$ cat config.mk
export PLATFORM = sky130hd
export DESIGN_NAME = xlat_tlb
export DESIGN_NICKNAME = d
export VERILOG_FILES = /design/src/rtl/tlb_pkg.sv /design/src/rtl/tlb_match.sv /design/src/rtl/tlb_victim.sv /design/src/rtl/tlb_array.sv /design/src/rtl/xlat_tlb.sv
export SDC_FILE = /design/constraint.sdc
export NUM_CORES = 1
export LEC_CHECK = 0
export ABC_CLOCK_PERIOD_IN_PS = 6400
export BUFFER_PORTS_ARGS = -buffer_cell sky130_fd_sc_hd__buf_4
export CAP_MARGIN = 40
export CELL_PAD_IN_SITES_DETAIL_PLACEMENT = 0
export CELL_PAD_IN_SITES_GLOBAL_PLACEMENT = 1
export CORE_MARGIN = 8
export CORE_UTILIZATION = 51
export DETAILED_ROUTE_END_ITERATION = 8
export GPL_ROUTABILITY_DRIVEN = 0
export MAX_ROUTING_LAYER = met4
export PLACE_DENSITY = 0.94
export SETUP_SLACK_MARGIN = 0.5
export SLEW_MARGIN = 30
export SYNTH_ARGS = -nofsm -noshare
export SYNTH_HDL_FRONTEND = slang
export SYNTH_HIERARCHICAL = 1
export SYNTH_SLANG_ARGS = --single-unit
$ cat constraint.sdc
create_clock -name clk -period 6.4 [get_ports clk]
set_input_delay 0 -clock clk [delete_from_list [all_inputs] [get_ports clk]]
set_output_delay 0 -clock clk [all_outputs]
set_load 0.01 [all_outputs]
$ cat src/rtl/tlb_pkg.sv
// Package: shared widths and the stored entry layout of the translation cache.
// Assumes 4 KiB pages and 32-bit virtual and physical addresses.
package tlb_pkg;
    parameter int VPN_W = 20;
    parameter int PPN_W = 20;
    parameter int OFF_W = 12;
    localparam int VA_W = VPN_W + OFF_W;
    localparam int PA_W = PPN_W + OFF_W;

    typedef struct packed {
        logic             valid;
        logic             dirty;
        logic             rd;
        logic             wr;
        logic             sup;
        logic [VPN_W-1:0] vpn;
        logic [PPN_W-1:0] ppn;
    } tlb_entry_t;
endpackage

$ cat src/rtl/tlb_match.sv
// Module: tag comparator across all slots. Reports whether a valid slot holds
// the given page number and the index of that slot.
// Assumes at most one valid slot holds any page (refill dedup keeps this true).
module tlb_match
    import tlb_pkg::*;
#(
    parameter int ENTRIES = 8,
    localparam int IDX_W = (ENTRIES > 1) ? $clog2(ENTRIES) : 1
) (
    input  logic                        clk,
    input  logic                        rst_n,
    input  tlb_entry_t [ENTRIES-1:0]    tbl,
    input  logic [VPN_W-1:0]            vpn,
    output logic                        found,
    output logic [IDX_W-1:0]            idx
);
    logic [ENTRIES-1:0] eq_vec;

    // Per-slot compare of tag and valid flag.
    genvar g;
    generate
        for (g = 0; g < ENTRIES; g++) begin : g_cmp
            assign eq_vec[g] = tbl[g].valid && (tbl[g].vpn == vpn);
        end
    endgenerate

    // Encode the matching slot index.
    always_comb begin
        found = |eq_vec;
        idx   = '0;
        for (int i = 0; i < ENTRIES; i++) begin
            if (eq_vec[i]) idx = IDX_W'(i);
        end
    end

    AST_NO_ALIAS: assert property (@(posedge clk) disable iff (!rst_n)
        $onehot0(eq_vec));
endmodule

$ cat src/rtl/tlb_victim.sv
// Module: slot chooser for refills. Reuses a slot that already holds the page,
// else the lowest empty slot, else the rotating pointer.
// Assumes fill_en is already gated by flush at the top.
module tlb_victim #(
    parameter int ENTRIES = 8,
    localparam int IDX_W = (ENTRIES > 1) ? $clog2(ENTRIES) : 1
) (
    input  logic                clk,
    input  logic                rst_n,
    input  logic [ENTRIES-1:0]  valid_vec,
    input  logic                dup_hit,
    input  logic [IDX_W-1:0]    dup_idx,
    input  logic                fill_en,
    output logic [IDX_W-1:0]    victim_idx
);
    logic [IDX_W-1:0] rr_q;
    logic [IDX_W-1:0] free_idx;
    logic             has_free;

    // Find the lowest-numbered invalid slot.
    always_comb begin
        has_free = 1'b0;
        free_idx = '0;
        for (int i = ENTRIES - 1; i >= 0; i--) begin
            if (!valid_vec[i]) begin
                has_free = 1'b1;
                free_idx = IDX_W'(i);
            end
        end
    end

    // Pick the slot by priority: same page, empty, rotating.
    always_comb begin
        if (dup_hit)       victim_idx = dup_idx;
        else if (has_free) victim_idx = free_idx;
        else               victim_idx = rr_q;
    end

    // Advance the rotating pointer only when it was used.
    always_ff @(posedge clk) begin
        if (!rst_n) begin
            rr_q <= '0;
        end else if (fill_en && !dup_hit && !has_free) begin
            rr_q <= (rr_q == IDX_W'(ENTRIES - 1)) ? '0 : rr_q + 1'b1;
        end
    end

    AST_RR_IN_RANGE: assert property (@(posedge clk) disable iff (!rst_n)
        rr_q <= IDX_W'(ENTRIES - 1));
    AST_FREE_FIRST: assert property (@(posedge clk) disable iff (!rst_n)
        (fill_en && !dup_hit && has_free) |-> !valid_vec[victim_idx]);
endmodule

$ cat src/rtl/tlb_array.sv
// Module: entry storage. Handles reset, flush, refill writes and dirty marking.
// Assumes the caller never raises dirty_set in a refill or flush cycle.
module tlb_array
    import tlb_pkg::*;
#(
    parameter int ENTRIES = 8,
    localparam int IDX_W = (ENTRIES > 1) ? $clog2(ENTRIES) : 1
) (
    input  logic                        clk,
    input  logic                        rst_n,
    input  logic                        flush,
    input  logic                        fill_en,
    input  logic [IDX_W-1:0]            fill_idx,
    input  tlb_entry_t                  fill_entry,
    input  logic                        dirty_set,
    input  logic [IDX_W-1:0]            dirty_idx,
    output tlb_entry_t [ENTRIES-1:0]    tbl,
    output logic [ENTRIES-1:0]          valid_vec
);
    tlb_entry_t [ENTRIES-1:0] tbl_q;

    // Update stored entries: reset, then flush, then refill or dirty mark.
    always_ff @(posedge clk) begin
        if (!rst_n) begin
            tbl_q <= '0;
        end else if (flush) begin
            for (int i = 0; i < ENTRIES; i++) tbl_q[i].valid <= 1'b0;
        end else begin
            if (fill_en)   tbl_q[fill_idx] <= fill_entry;
            if (dirty_set) tbl_q[dirty_idx].dirty <= 1'b1;
        end
    end

    // Expose the table and its valid flags.
    always_comb begin
        tbl = tbl_q;
        for (int i = 0; i < ENTRIES; i++) valid_vec[i] = tbl_q[i].valid;
    end

    AST_FLUSH_EMPTIES: assert property (@(posedge clk) disable iff (!rst_n)
        flush |=> (valid_vec == '0));
    AST_FILL_LANDS: assert property (@(posedge clk) disable iff (!rst_n)
        (fill_en && !flush) |=> (tbl_q[$past(fill_idx)].valid
                                 && tbl_q[$past(fill_idx)].vpn == $past(fill_entry.vpn)));
    AST_DIRTY_STICKS: assert property (@(posedge clk) disable iff (!rst_n)
        (dirty_set && !flush) |=> tbl_q[$past(dirty_idx)].dirty);
endmodule

$ cat src/rtl/xlat_tlb.sv
// Module: top of the page translation cache. It gives a combinational lookup
// with a rights check and a one-cycle refill with slot choice.
// Assumes refill and flush take priority over a lookup in the same cycle.
module xlat_tlb
    import tlb_pkg::*;
#(
    parameter int ENTRIES = 8,
    localparam int IDX_W = (ENTRIES > 1) ? $clog2(ENTRIES) : 1
) (
    input  logic             clk,
    input  logic             rst_n,
    input  logic             lk_valid,
    input  logic [31:0]      lk_vaddr,
    input  logic             lk_write,
    input  logic             lk_user,
    output logic             lk_hit,
    output logic             lk_miss,
    output logic             lk_trap,
    output logic [31:0]      lk_paddr,
    output logic             lk_dirty,
    input  logic             fill_valid,
    input  logic [19:0]      fill_vpn,
    input  logic [19:0]      fill_ppn,
    input  logic             fill_rd,
    input  logic             fill_wr,
    input  logic             fill_sup,
    input  logic             fill_dirty,
    input  logic             flush_all
);
    tlb_entry_t [ENTRIES-1:0] tbl;
    logic [ENTRIES-1:0]       valid_vec;
    logic                     lk_found, dup_found;
    logic [IDX_W-1:0]         lk_idx, dup_idx, victim_idx;
    logic                     busy, serve, deny, fill_en, dirty_set;
    tlb_entry_t               sel, new_entry;
    logic [VPN_W-1:0]         lk_vpn;
    logic [OFF_W-1:0]         lk_off;

    // Split the virtual address into page number and offset.
    assign lk_vpn = lk_vaddr[VA_W-1:OFF_W];
    assign lk_off = lk_vaddr[OFF_W-1:0];

    // Build the entry to install from the refill port.
    always_comb begin
        new_entry       = '0;
        new_entry.valid = 1'b1;
        new_entry.dirty = fill_dirty;
        new_entry.rd    = fill_rd;
        new_entry.wr    = fill_wr;
        new_entry.sup   = fill_sup;
        new_entry.vpn   = fill_vpn;
        new_entry.ppn   = fill_ppn;
    end

    tlb_match #(.ENTRIES(ENTRIES)) lookup_cmp_i (
        .clk(clk), .rst_n(rst_n), .tbl(tbl), .vpn(lk_vpn),
        .found(lk_found), .idx(lk_idx)
    );

    tlb_match #(.ENTRIES(ENTRIES)) fill_cmp_i (
        .clk(clk), .rst_n(rst_n), .tbl(tbl), .vpn(fill_vpn),
        .found(dup_found), .idx(dup_idx)
    );

    tlb_victim #(.ENTRIES(ENTRIES)) victim_i (
        .clk(clk), .rst_n(rst_n), .valid_vec(valid_vec),
        .dup_hit(dup_found), .dup_idx(dup_idx), .fill_en(fill_en),
        .victim_idx(victim_idx)
    );

    tlb_array #(.ENTRIES(ENTRIES)) array_i (
        .clk(clk), .rst_n(rst_n), .flush(flush_all),
        .fill_en(fill_en), .fill_idx(victim_idx), .fill_entry(new_entry),
        .dirty_set(dirty_set), .dirty_idx(lk_idx),
        .tbl(tbl), .valid_vec(valid_vec)
    );

    // Resolve the lookup outcome and the rights check.
    always_comb begin
        busy     = fill_valid | flush_all;
        serve    = lk_valid & ~busy;
        sel      = tbl[lk_idx];
        deny     = (lk_write ? ~sel.wr : ~sel.rd) | (lk_user & sel.sup);
        lk_hit   = serve & lk_found & ~deny;
        lk_trap  = serve & lk_found & deny;
        lk_miss  = serve & ~lk_found;
        lk_paddr = lk_hit ? {sel.ppn, lk_off} : '0;
        lk_dirty = lk_hit & sel.dirty;
    end

    // Gate the state updates: flush beats refill, refill beats dirty marking.
    assign fill_en   = fill_valid & ~flush_all;
    assign dirty_set = lk_hit & lk_write;

    AST_ONE_OUTCOME: assert property (@(posedge clk) disable iff (!rst_n)
        $onehot0({lk_hit, lk_miss, lk_trap}));
    AST_IDLE_QUIET: assert property (@(posedge clk) disable iff (!rst_n)
        !lk_valid |-> !(lk_hit || lk_miss || lk_trap));
    AST_OFFSET_KEPT: assert property (@(posedge clk) disable iff (!rst_n)
        lk_hit |-> (lk_paddr[OFF_W-1:0] == lk_vaddr[OFF_W-1:0]));
    AST_BUSY_QUIET: assert property (@(posedge clk) disable iff (!rst_n)
        (fill_valid || flush_all) |-> !(lk_hit || lk_miss || lk_trap));
    AST_USER_BLOCKED: assert property (@(posedge clk) disable iff (!rst_n)
        (lk_hit && lk_user) |-> !sel.sup);
    AST_WRITE_NEEDS_PERM: assert property (@(posedge clk) disable iff (!rst_n)
        (lk_hit && lk_write) |-> sel.wr);
endmodule

* Word-level counts from Yosys, hierarchy flattened
Cells that the tools add are included.
** Cells by class
- Div/mod/pow operators :: 0
- Muxes and demuxes :: 47
- Shifts and indexed selects :: 0
- Multipliers :: 0
- Add/sub/neg operators :: 1
- Bitwise gates (word level) :: 18
- Reductions and logical operators :: 25
- Equality and inequality tests :: 17
- Order comparisons :: 4
** Operators by type and width (count)
- $mux 360 :: 4
- $bwmux 360 :: 2
- $eq 20x20->1 :: 16
- $demux 45 s3 :: 2
- $bmux 45 s3 :: 1
- $mux 44 :: 2
- $mux 3 :: 19
- $mux 45 :: 1
- $mux 32 :: 1
- $logic_and 1x1->1 :: 20
- $reduce_or 8->1 :: 2
- $mux 1 :: 11
- $and 1x1->1 :: 9
- $lt 3x4->1 const B :: 2
- $mux 2 :: 4
- $not 1->1 :: 7
- $ge 3x1->1 const B :: 2
- $add 3x1->3 const B :: 1
- $eq 3x3->1 const B :: 1
- $logic_not 1->1 :: 2
- $or 1x1->1 :: 2
- $reduce_or 2->1 :: 1
** Storage, ports and cells
- ROM bits :: 0
- Output and inout bits :: 36
- Bits in registers :: 363
- Memories kept :: 0
- RAM bits :: 0
- Logic and storage cells :: 169
- Bits in latches :: 0

* Longest topological paths before layout
- Depth after elaboration :: 20
- Depth in mapped cells :: 18

* Hierarchy
The synthesis kept the hierarchy.
** By module, submodules not included
- tlb_array :: area each 14762.9 um^2, cells an instance 1711, times used 1, seq. area each 7206.9 um^2
- tlb_match :: area each 1990.7 um^2, cells an instance 245, times used 2, seq. area each 0.0 um^2
- xlat_tlb :: area each 1931.9 um^2, cells an instance 168, times used 1, seq. area each 0.0 um^2
- tlb_victim :: area each 285.3 um^2, cells an instance 34, times used 1, seq. area each 60.1 um^2

* Least setup slack after synthesis
Ideal clock, no wire load.
- Path kind :: reg-to-reg
- Start point :: register with a tool-made name
- End point :: register array_i.tbl_q (netlist bit array_i/tbl[133])
- Slack :: 2797 ps
- Cell stages (with the launch flop) :: 17
- Period minus slack after synthesis :: 3603 ps
- Arrival :: 3527 ps
- Setup time :: 76 ps
- Data required time :: 6324 ps
- Path buffers :: 2
- Cells stage by stage :: dfxtp_1 -> xor2_2 -> nor4_1 -> nand4_1 -> nor4_2 -> a21bo_1 -> a21boi_1 -> o21ai_1 -> buf_6 -> mux2_4 -> a222oi_1 -> nand3_2 -> buf_6 -> a21oi_1 -> nor3b_1 -> a32oi_1 -> a21boi_0
** RTL lines
- end signal, assigned by index :: RTL line tlb_array.sv:29 : if (fill_en) tbl_q[fill_idx] <= fill_entry;
- end, declared :: RTL line tlb_array.sv:20 : tlb_entry_t [ENTRIES-1:0] tbl_q;

==> flow_summary.ini <==
[global_route]
grtUsageMet3 = 0.0488
grt_use_met2 = 0.442
gr-total-overflow = 0
grt_pass1_vias = 18300
grtUsageMet1 = 0.341
grt_max_degree = 167
gr-max-usage-layer = met2
grt_pass1_wl_um = 105000
antenna_found_initial = 0
grt_usage = 0.279

[finish]
nFillCells = 3534
drive_gt1_frac = 0.126
area_growth_pct = 10.7
nets = 2415
final_cells = 2889
antenna-diode-count = 0

[drt]
route.detailed.wl_per_inst_um = 23.2
first_pass_iters = 5
totalWireLength_um = 67000
via_per_inst = 6.50
drc = 0
antenna_left = 0
vias = 18800
drt_iter0_markers = 2101

[cts]
clk_pin_slew_worst_paths_ns = 0.06
cts_setup_buffers = 0
root_buffer = clkbuf_16
cts_buffers = 41
clk_latency_ns = 0.58
htree_levels = 2
cts.sinks = 363
cts_tree = yes
cts.path.max_buffers = 3

[synth]
synth_ff_type = dfxtp_1
ys_types = 57
yosys-top-cells-count = nand3_1, dfxtp_1, o21ai_0, xnor2_1, a21boi_0
syn_avg_cell_area_um2 = 8.72
syn_nets = 2488
async_reset_ff_frac = 0
postSynthCellCount = 2403
synth-warning-count = 6
seq_area_frac_synth = 0.347
ys_ff_latch = 363
netlist_area_um2 = 21000
synth_top_area_frac = 0.347
synth_edf_count = 0
synth.largest_area_cell = dfxtp_1
synth.area.top_cells = dfxtp_1, xnor2_1, nand3_1
synth_most_common_cell = nand3_1

[worst_setup_path]
cp-end-kind = primary output
worstRegToRegCells = 14
required_ns = 6.40
crit_fanout = 45
start_kind = register
critPathKind = register to primary output
arrival_ns = 5.30

[floorplanning]
fp.dieW_um = 219
die-area_um2 = 47800
rows = 74
start_util = 0.515
die_height_um = 219
ios = 119
core_area_um2 = 40700

[sta]
min_period_ns = 5.30
rsz0062_at_grt = no
finalCritPeriodShare = 0.828
skew_ns = 0.0244
slew_headroom = 0.386
setup_viol_count_final = 0
tightest_slew_ns = 0.912
setup_tns_ns = 0
slew_violations = 0
hold_violations = 0
fmax_mhz = 189

[outcome]
outcome = finished clean

[power_and_ir_drop]
power.leakage_uw = 0.00709
powerDensity_nw_per_um2 = 220
ir_drop_mv = 0.188

[placement]
dpl.cell_count = 2773
dpl.hpwl_um = 38700
numPortBuffers = 118

[min_path]
holdPathStages = 4
min_path_type = input port to register

[job]
maxCapViolCount = 0
==> per-stage QoR <==
| step | hold slack, ns | setup slack [ns] | util | total power (uW) | instance area (um2) |
|---|---|---|---|---|---|
| 2_1_floorplan | 0.0900 | 2.80 | - | 2610 | 21000 |
| 3_3_place_gp | 0.308 | 1.71 | 0.522 | 2710 | 21200 |
| 3_5_place_dp | 0.317 | 1.62 | 0.525 | 2720 | 21400 |
| 4_1_cts | 0.0103 | 1.28 | 0.569 | 5120 | 23200 |
| 5_1_grt | 0.0562 | 1.01 | 0.570 | 5250 | 23200 |
| 6_report | 0.0399 | 1.10 | 0.570 | 5120 | 23200 |
==> what timing repair did <==
| action | in CTS | in global routing |
|---|---|---|
| hold buffers | 44 | 0 |
| gates resized for setup | 0 | 0 |
| endpoints found under the hold margin | 354 | 0 |
==> report_power, final <==
part | internal, uW | total (uW) | switching (uW)
Combinational | 173 | 424 | 251
Clock | 1410 | 2420 | 1000
Sequential | 2270 | 2280 | 7.76
==> placed cells by master, fill, tap and decap left out, drive strengths merged, types with 10 or more instances in the layout <==
master / instances
a211oi: 21
a21boi: 354
a21oi: 24
buf: 148
clkbuf: 58
dfxtp: 363
dlygate4sd3: 44
mux2i: 31
mux4: 42
nand2: 23
nand3: 366
nand4: 69
nor2b: 10
nor4: 37
o21ai: 365
xnor2: 240
xor2: 80
==> layout make-up <==
| cell class | instances | area [um2] | area share |
|---|---|---|---|
| multi-input cells | 1722 | 12200 | 0.524 |
| flip-flops and latches | 363 | 7270 | 0.313 |
| clock buffers | 56 | 1140 | 0.0492 |
| repair buffers | 196 | 1760 | 0.0757 |
| clock inverters | 14 | 196 | 0.00846 |
| well taps | 532 | 666 | 0.0287 |
| inverters | 6 | 22.5 | 0.000970 |
==> per-layer routing <==
layer | wire [um] | up-vias | share of wire
li1 | - | 8418 | -
met1 | 26500 | 9273 | 0.40
met2 | 31800 | 889 | 0.47
met3 | 5500 | 198 | 0.082
met4 | 3200 | 0 | 0.048
met5 | 0 | - | 0
==> cell families after synthesis <==
group	share of synthesized area
buffers and inverters	0.0763
other	0.000179
xor gates and xnor gates	0.134
DFF	0.347
and+or+nand+nor	0.139
adders and majority gates	0.00119
muxes	0.0623
AOI/OAI and AO/OA	0.240
==> final timing paths <==
kind | start | to | slack (ns)
hold / removal | fill_dirty | array_i/tbl[313] | 0.04
setup reg to reg | register | array_i/tbl[223] | 1.36
setup / recovery | register | lk_paddr[14] | 1.10
hold reg to reg | register | register | 0.47
==> worst max-delay path, cell delays in order, from the launching register on <==
cell and delay [ns]:
dfxtp_1 0.38, xnor2_1 0.14, nand3_1 0.21, nor4_1 0.75
nand4_1 0.38, o211ai_1 0.19, buf_4 0.29, buf_4 0.63
mux2i_1 0.16, a22oi_1 0.19, nand3_2 0.45, buf_4 0.43
a211oi_2 0.31, buf_4 0.17
Note: power is estimated with default switching activity, not from simulation.
